--- src/rtl/fc_pkg.sv ---
package fc_pkg;

    // Default number of synchronizer flops in front of the edge detector.
    localparam int FC_SYNC_DEFAULT = 2;

    // Phase of the window generator's output.
    typedef enum logic {
        GATE_CLOSED = 1'b0,
        GATE_OPEN   = 1'b1
    } gate_st_e;

endpackage

--- src/rtl/fc_edge_sync.sv ---
module fc_edge_sync #(
    parameter int STAGES = fc_pkg::FC_SYNC_DEFAULT
) (
    input  logic clk,
    input  logic rst_n,
    input  logic sig_in,
    output logic rise_o
);

    // chain[0..STAGES-1]: synchronizer flops; chain[STAGES]: history for the edge detector
    typedef struct packed {
        logic [STAGES:0] chain;
    } sync_t;

    sync_t s_d, s_q;

    always_comb begin
        s_d       = s_q;
        s_d.chain = {s_q.chain[STAGES-1:0], sig_in};
    end

    always_ff @(posedge clk or negedge rst_n) begin
        if (!rst_n) begin
            s_q <= '0;
        end else begin
            s_q <= s_d;
        end
    end

    assign rise_o = s_q.chain[STAGES-1] & ~s_q.chain[STAGES];

endmodule

--- src/rtl/fc_gate_timer.sv ---
module fc_gate_timer #(
    parameter int TMR_W = 16
) (
    input  logic             clk,
    input  logic             rst_n,
    input  logic [TMR_W-1:0] gate_len_i,
    input  logic [TMR_W-1:0] period_len_i,
    output logic             gate_o
);
    import fc_pkg::*;

    localparam logic [TMR_W-1:0] TMAX     = {TMR_W{1'b1}};
    localparam logic [TMR_W-1:0] GATE_LIM = TMAX - TMR_W'(2);

    typedef struct packed {
        logic [TMR_W-1:0] tmr;     // position inside the current period
        logic [TMR_W-1:0] gate_sh; // gate length in force this period
        logic [TMR_W-1:0] per_sh;  // period length in force this period
        gate_st_e         st;
        logic             start;   // first period after reset not yet loaded
    } tmr_t;

    tmr_t t_d, t_q;

    logic [TMR_W-1:0] g_eff;
    logic [TMR_W-1:0] p_min;
    logic [TMR_W-1:0] p_eff;
    logic [TMR_W-1:0] tmr_inc;
    logic             wrap;

    // Clamp the requested lengths so that the guard interval is at least two clocks.
    always_comb begin
        g_eff = (gate_len_i > GATE_LIM) ? GATE_LIM : gate_len_i;
        p_min = g_eff + TMR_W'(2);
        p_eff = (period_len_i < p_min) ? p_min : period_len_i;
    end

    always_comb begin
        tmr_inc = t_q.tmr + TMR_W'(1);
        wrap    = t_q.start || (t_q.tmr == (t_q.per_sh - TMR_W'(1)));

        t_d       = t_q;
        t_d.start = 1'b0;
        if (wrap) begin
            t_d.tmr     = '0;
            t_d.gate_sh = g_eff;
            t_d.per_sh  = p_eff;
            t_d.st      = (g_eff != '0) ? GATE_OPEN : GATE_CLOSED;
        end else begin
            t_d.tmr = tmr_inc;
            t_d.st  = (tmr_inc < t_q.gate_sh) ? GATE_OPEN : GATE_CLOSED;
        end
    end

    always_ff @(posedge clk or negedge rst_n) begin
        if (!rst_n) begin
            t_q.tmr     <= '0;
            t_q.gate_sh <= '0;
            t_q.per_sh  <= TMR_W'(2);
            t_q.st      <= GATE_CLOSED;
            t_q.start   <= 1'b1;
        end else begin
            t_q <= t_d;
        end
    end

    assign gate_o = (t_q.st == GATE_OPEN);

endmodule

--- src/rtl/fc_edge_count.sv ---
module fc_edge_count #(
    parameter int CNT_W = 16
) (
    input  logic             clk,
    input  logic             rst_n,
    input  logic             gate_i,
    input  logic             rise_i,
    output logic [CNT_W-1:0] cnt_o,
    output logic [CNT_W-1:0] result_o,
    output logic             valid_o
);

    localparam logic [CNT_W-1:0] CMAX = {CNT_W{1'b1}};

    typedef struct packed {
        logic [CNT_W-1:0] cnt;
        logic [CNT_W-1:0] result;
        logic             valid;
        logic             gate_dly;
    } cnt_t;

    cnt_t c_d, c_q;
    logic fall;

    always_comb begin
        fall = c_q.gate_dly & ~gate_i;

        c_d          = c_q;
        c_d.gate_dly = gate_i;
        c_d.valid    = 1'b0;

        // Latch the finished window on the gate's falling edge.
        if (fall) begin
            c_d.result = c_q.cnt;
            c_d.valid  = 1'b1;
        end

        // Clear the counter one clock after the result is latched, otherwise count with saturation.
        if (c_q.valid) begin
            c_d.cnt = '0;
        end else if (gate_i && rise_i && (c_q.cnt != CMAX)) begin
            c_d.cnt = c_q.cnt + CNT_W'(1);
        end
    end

    always_ff @(posedge clk or negedge rst_n) begin
        if (!rst_n) begin
            c_q <= '0;
        end else begin
            c_q <= c_d;
        end
    end

    assign cnt_o    = c_q.cnt;
    assign result_o = c_q.result;
    assign valid_o  = c_q.valid;

endmodule

--- src/rtl/freq_gate_counter.sv ---
module freq_gate_counter #(
    parameter int CNT_W       = 16,
    parameter int TMR_W       = 16,
    parameter int SYNC_STAGES = fc_pkg::FC_SYNC_DEFAULT
) (
    input  logic             clk,
    input  logic             rst_n,
    input  logic             sig_in,
    input  logic [TMR_W-1:0] gate_len,
    input  logic [TMR_W-1:0] period_len,
    output logic [CNT_W-1:0] count_out,
    output logic             count_valid
);

    logic             rise_w;
    logic             gate_w;
    logic [CNT_W-1:0] cnt_w;

    fc_edge_sync #(.STAGES(SYNC_STAGES)) i_sync (
        .clk    (clk),
        .rst_n  (rst_n),
        .sig_in (sig_in),
        .rise_o (rise_w)
    );

    fc_gate_timer #(.TMR_W(TMR_W)) i_gate (
        .clk          (clk),
        .rst_n        (rst_n),
        .gate_len_i   (gate_len),
        .period_len_i (period_len),
        .gate_o       (gate_w)
    );

    fc_edge_count #(.CNT_W(CNT_W)) i_count (
        .clk      (clk),
        .rst_n    (rst_n),
        .gate_i   (gate_w),
        .rise_i   (rise_w),
        .cnt_o    (cnt_w),
        .result_o (count_out),
        .valid_o  (count_valid)
    );

endmodule

--- config.mk ---
export PLATFORM = sky130hd
export DESIGN_NAME = freq_gate_counter
export DESIGN_NICKNAME = d
export VERILOG_FILES = /design/src/rtl/fc_pkg.sv /design/src/rtl/fc_edge_sync.sv /design/src/rtl/fc_gate_timer.sv /design/src/rtl/fc_edge_count.sv /design/src/rtl/freq_gate_counter.sv
export SDC_FILE = /design/constraint.sdc
export NUM_CORES = 1
export LEC_CHECK = 0
export BUFFER_PORTS_ARGS = -buffer_cell sky130_fd_sc_hd__clkbuf_2
export CAP_MARGIN = 10
export CORE_ASPECT_RATIO = 0.6
export CORE_MARGIN = 1
export CORE_UTILIZATION = 35
export CTS_CLUSTER_SIZE = 25
export DETAILED_ROUTE_END_ITERATION = 8
export PLACE_DENSITY = 0.64
export SYNTH_ARGS = -nofsm -noshare
export SYNTH_HDL_FRONTEND = slang
export SYNTH_SLANG_ARGS = --single-unit
--- constraint.sdc ---
create_clock -name clk -period 2.8 [get_ports clk]
set_clock_uncertainty 0.2 [all_clocks]
set_input_delay 0.42 -clock clk [delete_from_list [all_inputs] [get_ports clk]]
set_output_delay 0.42 -clock clk [all_outputs]
set_load 0.005 [all_outputs]
# Word-level counts from Yosys, hierarchy flattened
# Index checks and enable logic that the tools add are counted.
# totals
ram_bits	0
regBits	87
memories	0
latch_bits	0
romBits	0
# classes
n_mux	9
n_mul	0
n_reduce_logical	5
eq_ne	2
bitwise	4
addsub	4
n_shift	0
div_mod_pow	0
magnitude_cmp	3
# op_table
op	n
2-to-1 mux 16 bit	5
adder 16 x 1 -> 16 bit, second input constant	2
less-than comparator 16 bit	2
adder 16 x 2 -> 16 bit, second input constant	1
== test 16 bit	1
> comparator 16 bit, second input constant	1
!= test 16 bit, second input constant	1
nonzero test 16 bit	1
subtractor 16 x 1 -> 16 bit, second input constant	1
2-to-1 mux 1 bit	4
bitwise AND 1 bit	2
logical AND 1 bit	2
NOT 1 bit	2
nonzero test 2 bit	1
logical OR 1 bit	1

# Depth between registers and ports, before layout
# Gate-level depths: netlist (run 1).
# depth
depth_word	6
depth_mapped	18
depth_no_buf	16

# Hierarchy
# Synthesis (run 1) repeated with hierarchy kept, for this count alone.
# unflattened
hier_cells	559
hier_area_um2	5657.9
# modules_own_cells
module	n_inst	area_per_inst_um2	cells_per_inst
fc_gate_timer	1	3774.9	385
fc_edge_count	1	1794.2	170
fc_edge_sync	1	88.8	4

# Worst setup path after synthesis (run 1)
# Ideal clock, no wire load.
# synth_path
path_kind	input-to-reg
from	in gate_len[8]
to	reg i_gate.t_q[11] (netlist bit)
setup_time_ns	0.125
setup_slack_ns	-1.490
t_arrival_ns	3.965
path_stages	17
path_cell_list	clkbuf_1 > nand4_1 > nor4_1 > nor2b_1 > ha_1 > nand2_1 > nor2_1 > nand3_1 > xor2_1 > ha_1 > nand2_1 > nor4_1 > or4b_1 > o211ai_1 > clkbuf_1 > o21ai_0 > mux2_4
# synth_via
elab_chain_cells	5
# synth_rtl
item	line	source
start, declared	freq_gate_counter.sv:9	input logic [TMR_W-1:0] gate_len,
> comparator 16 bit	fc_gate_timer.sv:33	g_eff = (gate_len_i > GATE_LIM) ? GATE_LIM : gate_len_i;
2-to-1 mux 16 bit *	fc_gate_timer.sv:33	
adder 16 x 2 -> 16 bit *	fc_gate_timer.sv:34	p_min = g_eff + TMR_W'(2);
less-than comparator 16 bit	fc_gate_timer.sv:35	p_eff = (period_len_i < p_min) ? p_min : period_len_i;
2-to-1 mux 16 bit *	fc_gate_timer.sv:35	
end signal, assigned	fc_gate_timer.sv:63	t_q <= t_d;
end, declared	fc_gate_timer.sv:23	tmr_t t_d, t_q;
# Mark *: on every way between the ends. The rest lies on a longest branch, timed or not.
# A chain may end at the register's enable or synchronous reset.

# Final worst setup path (run 1)
# layout_path
from	in gate_len[14]
to	reg i_gate.t_q[2] (netlist bit)
# The elaborated chain is that of the path after synthesis.

==> key figures, run 1 <==
Run status
  – Status: finished with violations
  – Violated checks: negative setup slack

Logic synthesis
  – EDFF count, synth: 0
  – Avg Cell Area, Syn: 10.1 um2
  – Sequential fraction of the synthesis area: 0.392
  – Post-synthesis register bit count: 87
  – Post-Synthesis Cells: 552
  – Distinct cell type count after synthesis: 53
  – Mapped Area: 5570 um2
  – Async S/R FF share, synth: 1.00
  – Synth warn: 0
  – Post-synth top flop: dfrtp_1
  – Mapped Nets: 621

Clocking
  – CTS tree: yes
  – CTS Buffer Depth: 2
  – CTS Sinks: 87
  – H-tree Lvls: 3
  – Num CTS Buffers: 9
  – Clock slew at reported path FFs: 60 ps
  – Root buf cell: clkbuf_16
  – Clk_lat worst skew: 340 ps

Flow run
  – Max_cap viols: 0

Timing
  – Final setup violation count: 49
  – Post-route setup slack: -903 ps
  – FMAX: 270 MHz
  – Final hold violations: 0
  – Pins Over Slew Limit: 0
  – Rel. slew slack: 0.441
  – Worst-margin pin slew: 838 ps
  – Final period utilization: 1.32
  – RSZ-0062 raised after global routing: true
  – Tmin final: 3700 ps

Final layout
  – Share of cells above drive strength 1: 0.404
  – Fillers: 1361
  – Synthesis-to-finish area growth: 34.1%
  – Nets@finish: 756
  – Post-route insts no fill: 894
  – Core Util, Final: 0.483
  – Antenna Diode Count: 0

Floorplan
  – Initial Utilization: 0.360
  – Core box area: 15500 um2
  – Die Wd: 165 um
  – FP Rows: 35
  – Die Area: 16400 um2
  – Die H: 99.7 um
  – Top-Level Pins: 52

Power and ir drop
  – Pwr dens: 498 nW/um2
  – Total power: 3710 uW
  – Worst VDD drop: 0.265 mV
  – Leak pwr: 0.00363 uW

Setup path
  – Critical path class: input port to flop
  – Startpoint Class: input port
  – Crit path cell chain: clkbuf_2, nand4_1, nor4_4, nor2b_2, ha_2, nand2_4, nor2_4, nand4_1, xor2_2, ha_1, nand2_2, nor4_4, or4b_1, o211ai_1, buf_4, buf_12, mux2i_4, mux2i_1
  – Slowest-stage cell, CP: or4b_1
  – Slack of the worst reg-to-reg path: -530 ps
  – CP Max Fanout: 8
  – Worst Setup End Kind: flop
  – WP data arrival: 3720 ps
  – Data required, critical path: 2810 ps
  – Max stage delay on crit path: 460 ps

Placed design
  – Worst slack, placed: -1290 ps
  – Routability-driven placement congestion ratio: 1.02
  – DP Cell Count: 851
  – DP Wirelength: 11300 um
  – Port bufs: 51

GRT
  – Grt ovf: 0
  – Largest net degree at the start of global routing: 88
  – First-pass GRT wire length: 25000 um
  – Initial antenna violation count: 0
  – Number of global-route vias before repair: 4602
  – GRT Util Overall: 0.202

Route
  – Antenna viol nets, final: 0
  – Via count: 4632
  – DRC: 0
  – Post-DR wirelength/cell: 17.7 um
  – Total Routed Length: 15800 um
  – Vias per cell: 5.18
  – Pre-Repair DR Iteration Count: 5
  – Detailed Route Iter0 Violations: 218

Worst hold path
  – Hold crit path type: flop to flop
-- metal layers --
metal	wire (um)	share of wire	global-route usage
met4	170	0.011	0.0487
met1	8220	0.52	0.305
met2	6520	0.41	0.283
met3	892	0.056	0.0538
met5	0	0	0
-- critical path: cells and delay by family --
family,cells,cell delay [ps]
AND/OR/NAND/NOR,9,1630
multiplexers,2,350
buffers and inverters,3,420
XOR/XNOR,1,110
adder cells (fa/ha/maj),2,550
AO/OA/AOI/OAI,1,240
-- registers in the layout (all words and copies together), names as in the netlist --
| name | cells |
|---|---|
| i_count.result_o | 16 |
| i_gate.gate_o | 1 |
| i_count.valid_o | 1 |
| i_gate.t_q | 49 |
| i_sync.s_q | 3 |
| i_count.c_q | 1 |
| i_count.cnt_o | 16 |
-- worst paths after layout --
check | start | to | cells after the start
setup / recovery | gate_len[14] | i_gate.t_q[2] | 18
hold / removal | i_sync.s_q[0] | i_sync.s_q[1] | 0
setup reg to reg | i_gate.t_q[11] | i_gate.t_q[15] | 10
hold reg to reg | i_sync.s_q[0] | i_sync.s_q[1] | 0
max in group asynchronous | rst_n | i_gate.t_q[20] | 3
min in group asynchronous | rst_n | i_gate.t_q[10] | 3
-- metrics by stage --
stage / hold WS [ps] / setup TNS, ps / area, um2
after global routing: 166 / -31090 / 7460
final: 153 / -27350 / 7460
after floorplan: -75.6 / -18700 / 5680
after detailed placement: 139 / -31330 / 6550
after CTS: 153 / -26250 / 7380
after global placement: 142 / -29710 / 6550
-- layout by cell type, fill, tap and decap left out, types with 4 or more instances in the layout --
cell | synthesis | routed
a21o_1 | 6 | 6
a21oi_1 | 19 | 17
and2_4 | 0 | 15
and3_1 | 5 | 5
and4_1 | 4 | 4
buf_12 | 0 | 5
buf_4 | 16 | 91
buf_6 | 5 | 8
clkbuf_16 | 0 | 10
clkbuf_2 | 0 | 47
dfrtp_1 | 85 | 85
ha_1 | 34 | 32
inv_1 | 23 | 23
mux2_2 | 17 | 17
mux2_4 | 31 | 31
nand2_1 | 44 | 39
nand2_2 | 0 | 4
nand2b_1 | 7 | 6
nand3_1 | 21 | 20
nand4_1 | 19 | 19
nor2_1 | 37 | 36
nor2b_1 | 7 | 6
nor3_1 | 6 | 5
nor4_1 | 15 | 11
o21ai_0 | 18 | 7
o21ai_1 | 3 | 7
o21ai_4 | 0 | 4
xnor2_1 | 28 | 26
xor2_1 | 29 | 25
-- cells by family after synthesis --
logic type | synth area share
muxes | 0.125
xor gates and xnor gates | 0.0897
and+or+nand+nor | 0.182
buffers and inverters | 0.0578
other | 0.000674
DFF | 0.392
AOI/OAI and AO/OA | 0.0767
adders and majority gates | 0.0764
-- final cells by class --
| cell class | instances | area, um2 | area share |
|---|---|---|---|
| clock inverters | 6 | 68.8 | 0.00922 |
| inverters | 23 | 86.3 | 0.0116 |
| multi-input cells | 406 | 3370 | 0.451 |
| clock buffers | 9 | 225 | 0.0302 |
| repair buffers | 160 | 1280 | 0.172 |
| flip-flops and latches | 87 | 2180 | 0.292 |
| well taps | 203 | 254 | 0.0340 |
-- report_power, final --
group / internal (uW) / switching (uW) / leakage (uW)
logic: 512 / 493 / 0.00238
registers: 1370 / 121 / 0.00111
clock network: 693 / 523 / 0.000142
-- synth_stat cells (2+ instances only) --
master,count,share of area
dfstp_2,2,0.0094
dfrtp_1,85,0.38
o31a_1,2,0.0031
nor4_1,15,0.017
or2_2,2,0.0022
inv_1,23,0.016
o32ai_1,3,0.0047
nand4_1,19,0.021
xnor2_1,28,0.044
o31ai_1,2,0.0027
nand3_1,21,0.019
or4_1,3,0.0040
buf_1,2,0.0013
nor2b_1,7,0.0079
o21ai_1,3,0.0027
mux2_2,17,0.034
a21oi_1,19,0.017
clkbuf_1,11,0.0074
xor2_1,29,0.046
or3_1,2,0.0022
nor3_1,6,0.0054
and4_1,4,0.0063
and3_1,5,0.0056
o211ai_1,2,0.0027
nand2b_1,7,0.0079
o21ai_0,18,0.016
nor2_1,37,0.025
mux2_4,31,0.084
buf_6,5,0.010
nand2_1,44,0.030
o311a_1,2,0.0036
a21o_1,6,0.0081
and2_1,17,0.019
mux2i_1,4,0.0072
buf_2,2,0.0018
buf_4,16,0.022
ha_1,34,0.076
nor4_2,2,0.0045
-- repair_timing --
item                       CTS  global route
cloned                       6             1
pin swaps                   11            10
setup endpoints to repair   49            49
resized for setup           60            23
buffers inserted            16             8
hold endpoints to repair    86             0
hold buffers                 2             0
Note: power is estimated with default switching activity, not from simulation.
==> run 2: changes to the inputs <==
--- a/config.mk
+++ b/config.mk
@@ -10,9 +10,11 @@
 export CORE_ASPECT_RATIO = 0.6
 export CORE_MARGIN = 1
 export CORE_UTILIZATION = 35
+export CTS_CLUSTER_DIAMETER = 120
 export CTS_CLUSTER_SIZE = 25
 export DETAILED_ROUTE_END_ITERATION = 8
 export PLACE_DENSITY = 0.64
 export SYNTH_ARGS = -nofsm -noshare
 export SYNTH_HDL_FRONTEND = slang
+export SYNTH_HIERARCHICAL = 1
 export SYNTH_SLANG_ARGS = --single-unit
==> key figures, run 2 <==
Power and ir drop
  – Leak pwr: 0.00368 uW (was 0.00363 uW)
  – Worst VDD drop: 0.263 mV (was 0.265 mV)
  – Sw frac: 0.295 (was 0.306)
  – Seq pwr share: 0.421 (was 0.402)
  – Total power: 3470 uW (was 3710 uW)
  – Pwr dens: 457 nW/um2 (was 498 nW/um2)
  – Logic pwr share: 0.251 (was 0.271)
  – Psw: 1020 uW (was 1140 uW)
  – Clk network pwr share: 0.328 (about the same)
  – Internal: 2450 uW (was 2580 uW)

Route
  – Detailed Route Iter0 Violations: 268 (was 218)
  – DRC: 0 (unchanged)
  – Total Routed Length: 15100 um (was 15800 um)
  – Vias per cell: 5.16 (was 5.18)
  – Via count: 4610 (was 4632)
  – Post-DR wirelength/cell: 16.9 um (was 17.7 um)
  – Pre-Repair DR Iteration Count: 5 (unchanged)
  – Antenna viol nets, final: 0 (unchanged)

Final layout
  – Most frequent cells in the layout: buf_4 (96), dfrtp_1 (85), clkbuf_2 (47), inv_1 (42), ha_1 (32) (was buf_4 (91), dfrtp_1 (85), clkbuf_2 (47), nand2_1 (39), nor2_1 (36))
  – Reg with most FFs: i_gate/t_q (was i_gate.t_q)
  – Nets@finish: 754 (was 756)
  – Most common cell after layout, fill and taps aside: buf_4 (unchanged)
  – Antenna Diode Count: 0 (unchanged)
  – Fillers: 1350 (was 1361)
  – Cell area after layout: 7600 um2 (was 7460 um2)
  – Synthesis-to-finish area growth: 37.3% (was 34.1%)
  – Share of cells above drive strength 1: 0.413 (was 0.404)
  – Max FFs per register: 49 (unchanged)

Timing
  – Pins Over Slew Limit: 0 (unchanged)
  – Tmin final: 3790 ps (was 3700 ps)
  – RSZ-0062 raised after global routing: true (unchanged)
  – Final hold violations: 0 (unchanged)
  – FMAX: 264 MHz (was 270 MHz)
  – Post-route setup slack: -991 ps (was -903 ps)
  – Final setup violation count: 49 (unchanged)
  – Rel. slew slack: 0.426 (was 0.441)
  – Worst-margin pin slew: 861 ps (was 838 ps)
  – Final period utilization: 1.35 (was 1.32)

Clocking
  – H-tree Lvls: 3 (unchanged)
  – Root buf cell: clkbuf_16 (unchanged)
  – CTS Buffer Depth: 2 (unchanged)
  – CTS Sinks: 87 (unchanged)
  – Clk_lat worst skew: 340 ps (about the same)
  – Num CTS Buffers: 9 (unchanged)
  – Clock slew at reported path FFs: 60 ps (about the same)
  – CTS tree: yes (unchanged)

Worst hold path
  – Hold crit path type: flop to flop (unchanged)
  – Hold path start: i_sync/s_q[0] (was i_sync.s_q[0])

Run status
  – Violated checks: negative setup slack (unchanged)
  – Status: finished with violations (unchanged)

Floorplan
  – Core box area: 15400 um2 (was 15500 um2)
  – FP Rows: 35 (unchanged)
  – Die Wd: 164 um (was 165 um)
  – Die Area: 16300 um2 (was 16400 um2)
  – Top-Level Pins: 52 (unchanged)
  – Die H: 99.4 um (was 99.7 um)
  – Initial Utilization: 0.359 (was 0.360)

GRT
  – Number of global-route vias before repair: 4651 (was 4602)
  – First-pass GRT wire length: 23700 um (was 25000 um)
  – Largest net degree at the start of global routing: 48 (was 88)
  – Grt ovf: 0 (unchanged)
  – GRT Util Overall: 0.189 (was 0.202)
  – Initial antenna violation count: 0 (unchanged)

Setup path
  – Critical path startpoint: gate_len[12] (was gate_len[14])
  – Reg2reg start: i_gate/t_q[6] (was i_gate.t_q[11])
  – Critical path class: input port to flop (unchanged)
  – CP Max Fanout: 7 (was 8)
  – Startpoint Class: input port (unchanged)
  – Worst Setup End Kind: flop (unchanged)
  – Data required, critical path: 2810 ps (about the same)
  – WP data arrival: 3810 ps (was 3720 ps)

Logic synthesis
  – Mapped Area: 5540 um2 (was 5570 um2)
  – Mapped Nets: 612 (was 621)
  – Avg Cell Area, Syn: 10.2 um2 (was 10.1 um2)
  – Synth warn: 6 (was 0)
  – Post-Synthesis Cells: 543 (was 552)

Placed design
  – DP Wirelength: 10800 um (was 11300 um)
  – Port bufs: 51 (unchanged)
  – Routability-driven placement congestion ratio: 0.900 (was 1.02)
  – Placement Cell Area: 6600 um2 (was 6550 um2)

Flow run
  – Max_cap viols: 0 (unchanged)
run 2: stage by stage:
step                       util  setup slack (ps)  TNS, ps  std cells  hold slack, ps
after floorplan               -             -1260   -21430        543           -75.6
after global placement    0.428             -1540   -37530        844             145
after detailed placement  0.428             -1600   -41310        844             139
after CTS                 0.475             -1010   -24540        883            3.93
after global routing      0.493             -1190   -31000        893             157
final                     0.493              -991   -26280        893             148
run 2: power groups by stage:
| stage | clock network [uW] | logic (uW) | registers [uW] |
|---|---|---|---|
| 2_1_floorplan | 0 | 408 | 1470 |
| 6_report | 1140 | 870 | 1460 |
| 3_5_place_dp | 0 | 708 | 1480 |
| 4_1_cts | 1170 | 807 | 1460 |
| 3_3_place_gp | 0 | 683 | 1470 |
| 5_1_grt | 1230 | 942 | 1480 |
run 2: final cells by class:
cell class | count | area [um2] | share of cell area
clock buffer | 10 | 239 | 0.0314
clock inverter | 6 | 42.5 | 0.00560
inverter | 42 | 158 | 0.0207
multi-input combinational | 379 | 3410 | 0.448
sequential | 87 | 2180 | 0.287
tap | 203 | 254 | 0.0334
timing repair buffer | 166 | 1320 | 0.174
run 2: worst paths after layout:
check,to,slack (ps),cells past startpoint
min reg2reg,i_sync/s_q[1],150,0
max in group asynchronous,i_gate/t_q[0],1230,3
min,i_sync/s_q[1],150,0
max,i_gate/t_q[2],-990,20
min in group asynchronous,i_count/result_o[11],440,2
max reg2reg,i_gate/t_q[19],-500,10
run 2: worst max-delay path: stages:
cell and delay, ps:
buf_6 70, and3_4 200, nand3_4 70, or3_4 370, o31a_1 260, ha_2 180, nand4_1 110, nor3_2 60
nand3_1 110, xor2_2 170, ha_1 260, a21o_1 160, a21o_1 180, a21oi_2 200, o211ai_1 170, a31oi_4 240
buf_6 190, buf_6 100, mux2i_1 170, mux2i_1 110
run 2: repair_timing:
item	4_1_cts	5_1_grt
hold buffers	1	1
setup endpoints to repair	49	49
gates cloned	4	1
hold endpoints to repair	46	1
resized for setup	38	57
pin swaps	16	21
buffers inserted	19	15
run 2: per-layer routing:
| metal | routed length (um) | GRT usage | part of all wire |
|---|---|---|---|
| met5 | 0 | 0 | 0 |
| met4 | 91 | 0.0346 | 0.0060 |
| met3 | 739 | 0.0442 | 0.049 |
| met2 | 6650 | 0.278 | 0.44 |
| met1 | 7600 | 0.282 | 0.50 |
==> run 3: changes to the inputs <==
--- a/config.mk
+++ b/config.mk
@@ -5,6 +5,7 @@
 export SDC_FILE = /design/constraint.sdc
 export NUM_CORES = 1
 export LEC_CHECK = 0
+export ABC_AREA = 1
 export BUFFER_PORTS_ARGS = -buffer_cell sky130_fd_sc_hd__clkbuf_2
 export CAP_MARGIN = 10
 export CORE_ASPECT_RATIO = 0.6
@@ -13,7 +14,7 @@
 export CTS_CLUSTER_DIAMETER = 120
 export CTS_CLUSTER_SIZE = 25
 export DETAILED_ROUTE_END_ITERATION = 8
-export PLACE_DENSITY = 0.64
+export PLACE_DENSITY = 0.63
 export SYNTH_ARGS = -nofsm -noshare
 export SYNTH_HDL_FRONTEND = slang
 export SYNTH_HIERARCHICAL = 1
==> key figures, run 3 <==
Clocking
  – Num CTS Buffers: 9 (unchanged)
  – Root buf cell: clkbuf_16 (unchanged)
  – CTS tree: yes (unchanged)
  – Clock slew at reported path FFs: 60 ps (about the same)
  – Clk_lat worst skew: 340 ps (about the same)
  – H-tree Lvls: 3 (unchanged)
  – CTS Buffer Depth: 2 (unchanged)
  – CTS Sinks: 87 (unchanged)

Timing
  – Final period utilization: 1.20 (was 1.35)
  – RSZ-0062 raised after global routing: true (unchanged)
  – Worst-margin pin slew: 692 ps (was 861 ps)
  – Setup_tns: -8410 ps (was -26280 ps)
  – FMAX: 299 MHz (was 264 MHz)
  – Rel. slew slack: 0.537 (was 0.426)
  – Final setup violation count: 17 (was 49)
  – Tmin final: 3350 ps (was 3790 ps)
  – Final hold violations: 0 (unchanged)
  – Pins Over Slew Limit: 0 (unchanged)
  – Post-route setup slack: -547 ps (was -991 ps)
  – Worst hold slack: 32.2 ps (was 148 ps)

Setup path
  – Worst Setup End Kind: flop (unchanged)
  – Startpoint Class: input port (unchanged)
  – Max stage delay on crit path: 160 ps (was 370 ps)
  – WP data arrival: 3370 ps (was 3810 ps)
  – Slowest-stage cell, CP: buf_4 (was or3_4)
  – CP dominant cell by count: buf_4 (was buf_6)
  – CP Max Fanout: 8 (was 7)
  – Critical path class: input port to flop (unchanged)
  – Data required, critical path: 2820 ps (was 2810 ps)

Floorplan
  – Die Area: 17100 um2 (was 16300 um2)
  – FP Rows: 36 (was 35)
  – Core box area: 16200 um2 (was 15400 um2)
  – Initial Utilization: 0.358 (was 0.359)
  – Die H: 102 um (was 99.4 um)
  – Die Wd: 168 um (was 164 um)
  – Top-Level Pins: 52 (unchanged)

Power and ir drop
  – Sw frac: 0.303 (was 0.295)
  – Psw: 1050 uW (was 1020 uW)
  – Seq pwr share: 0.406 (was 0.421)
  – Internal: 2410 uW (was 2450 uW)
  – Pwr dens: 416 nW/um2 (was 457 nW/um2)
  – Clk network pwr share: 0.362 (was 0.328)
  – Logic pwr share: 0.231 (was 0.251)
  – Leak pwr: 0.00429 uW (was 0.00368 uW)
  – Worst VDD drop: 0.215 mV (was 0.263 mV)

Final layout
  – Reg with most FFs: i_gate/t_q (unchanged)
  – Core Util, Final: 0.513 (was 0.493)
  – Antenna Diode Count: 0 (unchanged)
  – Max FFs per register: 49 (unchanged)
  – Nets@finish: 1005 (was 754)
  – Share of cells above drive strength 1: 0.382 (was 0.413)
  – Synthesis-to-finish area growth: 43.3% (was 37.3%)
  – Most common cell after layout, fill and taps aside: nand2_1 (was buf_4)
  – Most frequent cells in the layout: nand2_1 (156), buf_4 (129), inv_1 (101), dfrtp_1 (85), nor2_1 (47) (was buf_4 (96), dfrtp_1 (85), clkbuf_2 (47), inv_1 (42), ha_1 (32))
  – Cell area after layout: 8310 um2 (was 7600 um2)

Run status
  – Violated checks: negative setup slack (unchanged)
  – Status: finished with violations (unchanged)

Route
  – Total Routed Length: 17100 um (was 15100 um)
  – Via count: 5519 (was 4610)
  – Pre-Repair DR Iteration Count: 5 (unchanged)
  – Detailed Route Iter0 Violations: 434 (was 268)
  – Vias per cell: 4.80 (was 5.16)
  – Antenna viol nets, final: 0 (unchanged)
  – DRC: 0 (unchanged)
  – Post-DR wirelength/cell: 14.9 um (was 16.9 um)

Logic synthesis
  – Avg Cell Area, Syn: 7.59 um2 (was 10.2 um2)
  – Synth warn: 6 (unchanged)
  – Post-Synthesis Cells: 765 (was 543)
  – Mapped Area: 5800 um2 (was 5540 um2)
  – Mapped Nets: 834 (was 612)

GRT
  – Number of global-route vias before repair: 5274 (was 4651)
  – Largest net degree at the start of global routing: 36 (was 48)
  – Grt ovf: 0 (unchanged)
  – First-pass GRT wire length: 27300 um (was 23700 um)
  – GRT Util Overall: 0.206 (was 0.189)
  – Initial antenna violation count: 0 (unchanged)

Placed design
  – Worst slack, placed: -871 ps (was -1600 ps)
  – Placement Cell Area: 6710 um2 (was 6600 um2)
  – Port bufs: 51 (unchanged)
  – Routability-driven placement congestion ratio: 0.977 (was 0.900)
  – DP Wirelength: 11700 um (was 10800 um)

Worst hold path
  – Hold crit path type: input port to flop (was flop to flop)

Flow run
  – Max_cap viols: 0 (unchanged)
==> run 3: metrics by stage <==
step	total power (uW)	cells
after floorplan	1810	765
after global placement	2030	1069
after detailed placement	2040	1069
after CTS	3410	1133
after global routing	3630	1150
final	3460	1150
==> run 3: worst max-delay path, delay by kind of cell <==
family | cells | cell delay [ps]
AO/OA/AOI/OAI | 1 | 110
buffers and inverters | 15 | 1830
AND/OR/NAND/NOR | 14 | 960
==> run 3: metal layers <==
layer  wire [um]  share of wire  track usage
met1        8880           0.52        0.319
met2        6880           0.40        0.287
met5           0              0            0
met4         131         0.0077       0.0371
met3        1200          0.070       0.0477
==> run 3: area by class of cell <==
type | instances | area [um2]
clock buffer | 10 | 239
clock inverter | 6 | 72.6
fill | 1444 | 7900
inverter | 111 | 424
multi-input combinational | 535 | 3670
sequential | 87 | 2180
tap | 209 | 262
timing repair buffer | 192 | 1470
==> run 3: timing repair <==
| item | 4_1_cts | 5_1_grt |
|---|---|---|
| endpoints found under the setup margin | 17 | 47 |
| resized for setup | 91 | 90 |
| pin swaps | 44 | 58 |
| setup buffers | 44 | 19 |
| hold buffers | 1 | 0 |
| cloned | 3 | 1 |
| endpoints found under the hold margin | 31 | 0 |
==> run 3: power by group through the flow <==
stage	Sequential, uW	Combinational, uW	Clock [uW]
3_5_place_dp	1430	616	0
2_1_floorplan	1410	401	0
5_1_grt	1420	882	1330
3_3_place_gp	1430	606	0
6_report	1400	799	1250
4_1_cts	1410	723	1290
==> run 3: final timing paths <==
| path | startpoint | to | slack (ps) | cells after the start |
|---|---|---|---|---|
| max | gate_len[11] | i_gate/t_q[9] | -550 | 30 |
| min reg2reg | i_sync/s_q[0] | i_sync/s_q[1] | 150 | 0 |
| max reg2reg | i_gate/t_q[34] | i_gate/gate_o | -180 | 15 |
| min | sig_in | i_sync/s_q[0] | 30 | 1 |
| max in group asynchronous | rst_n | i_gate/t_q[43] | 1300 | 3 |
| min in group asynchronous | rst_n | i_gate/t_q[18] | 380 | 2 |
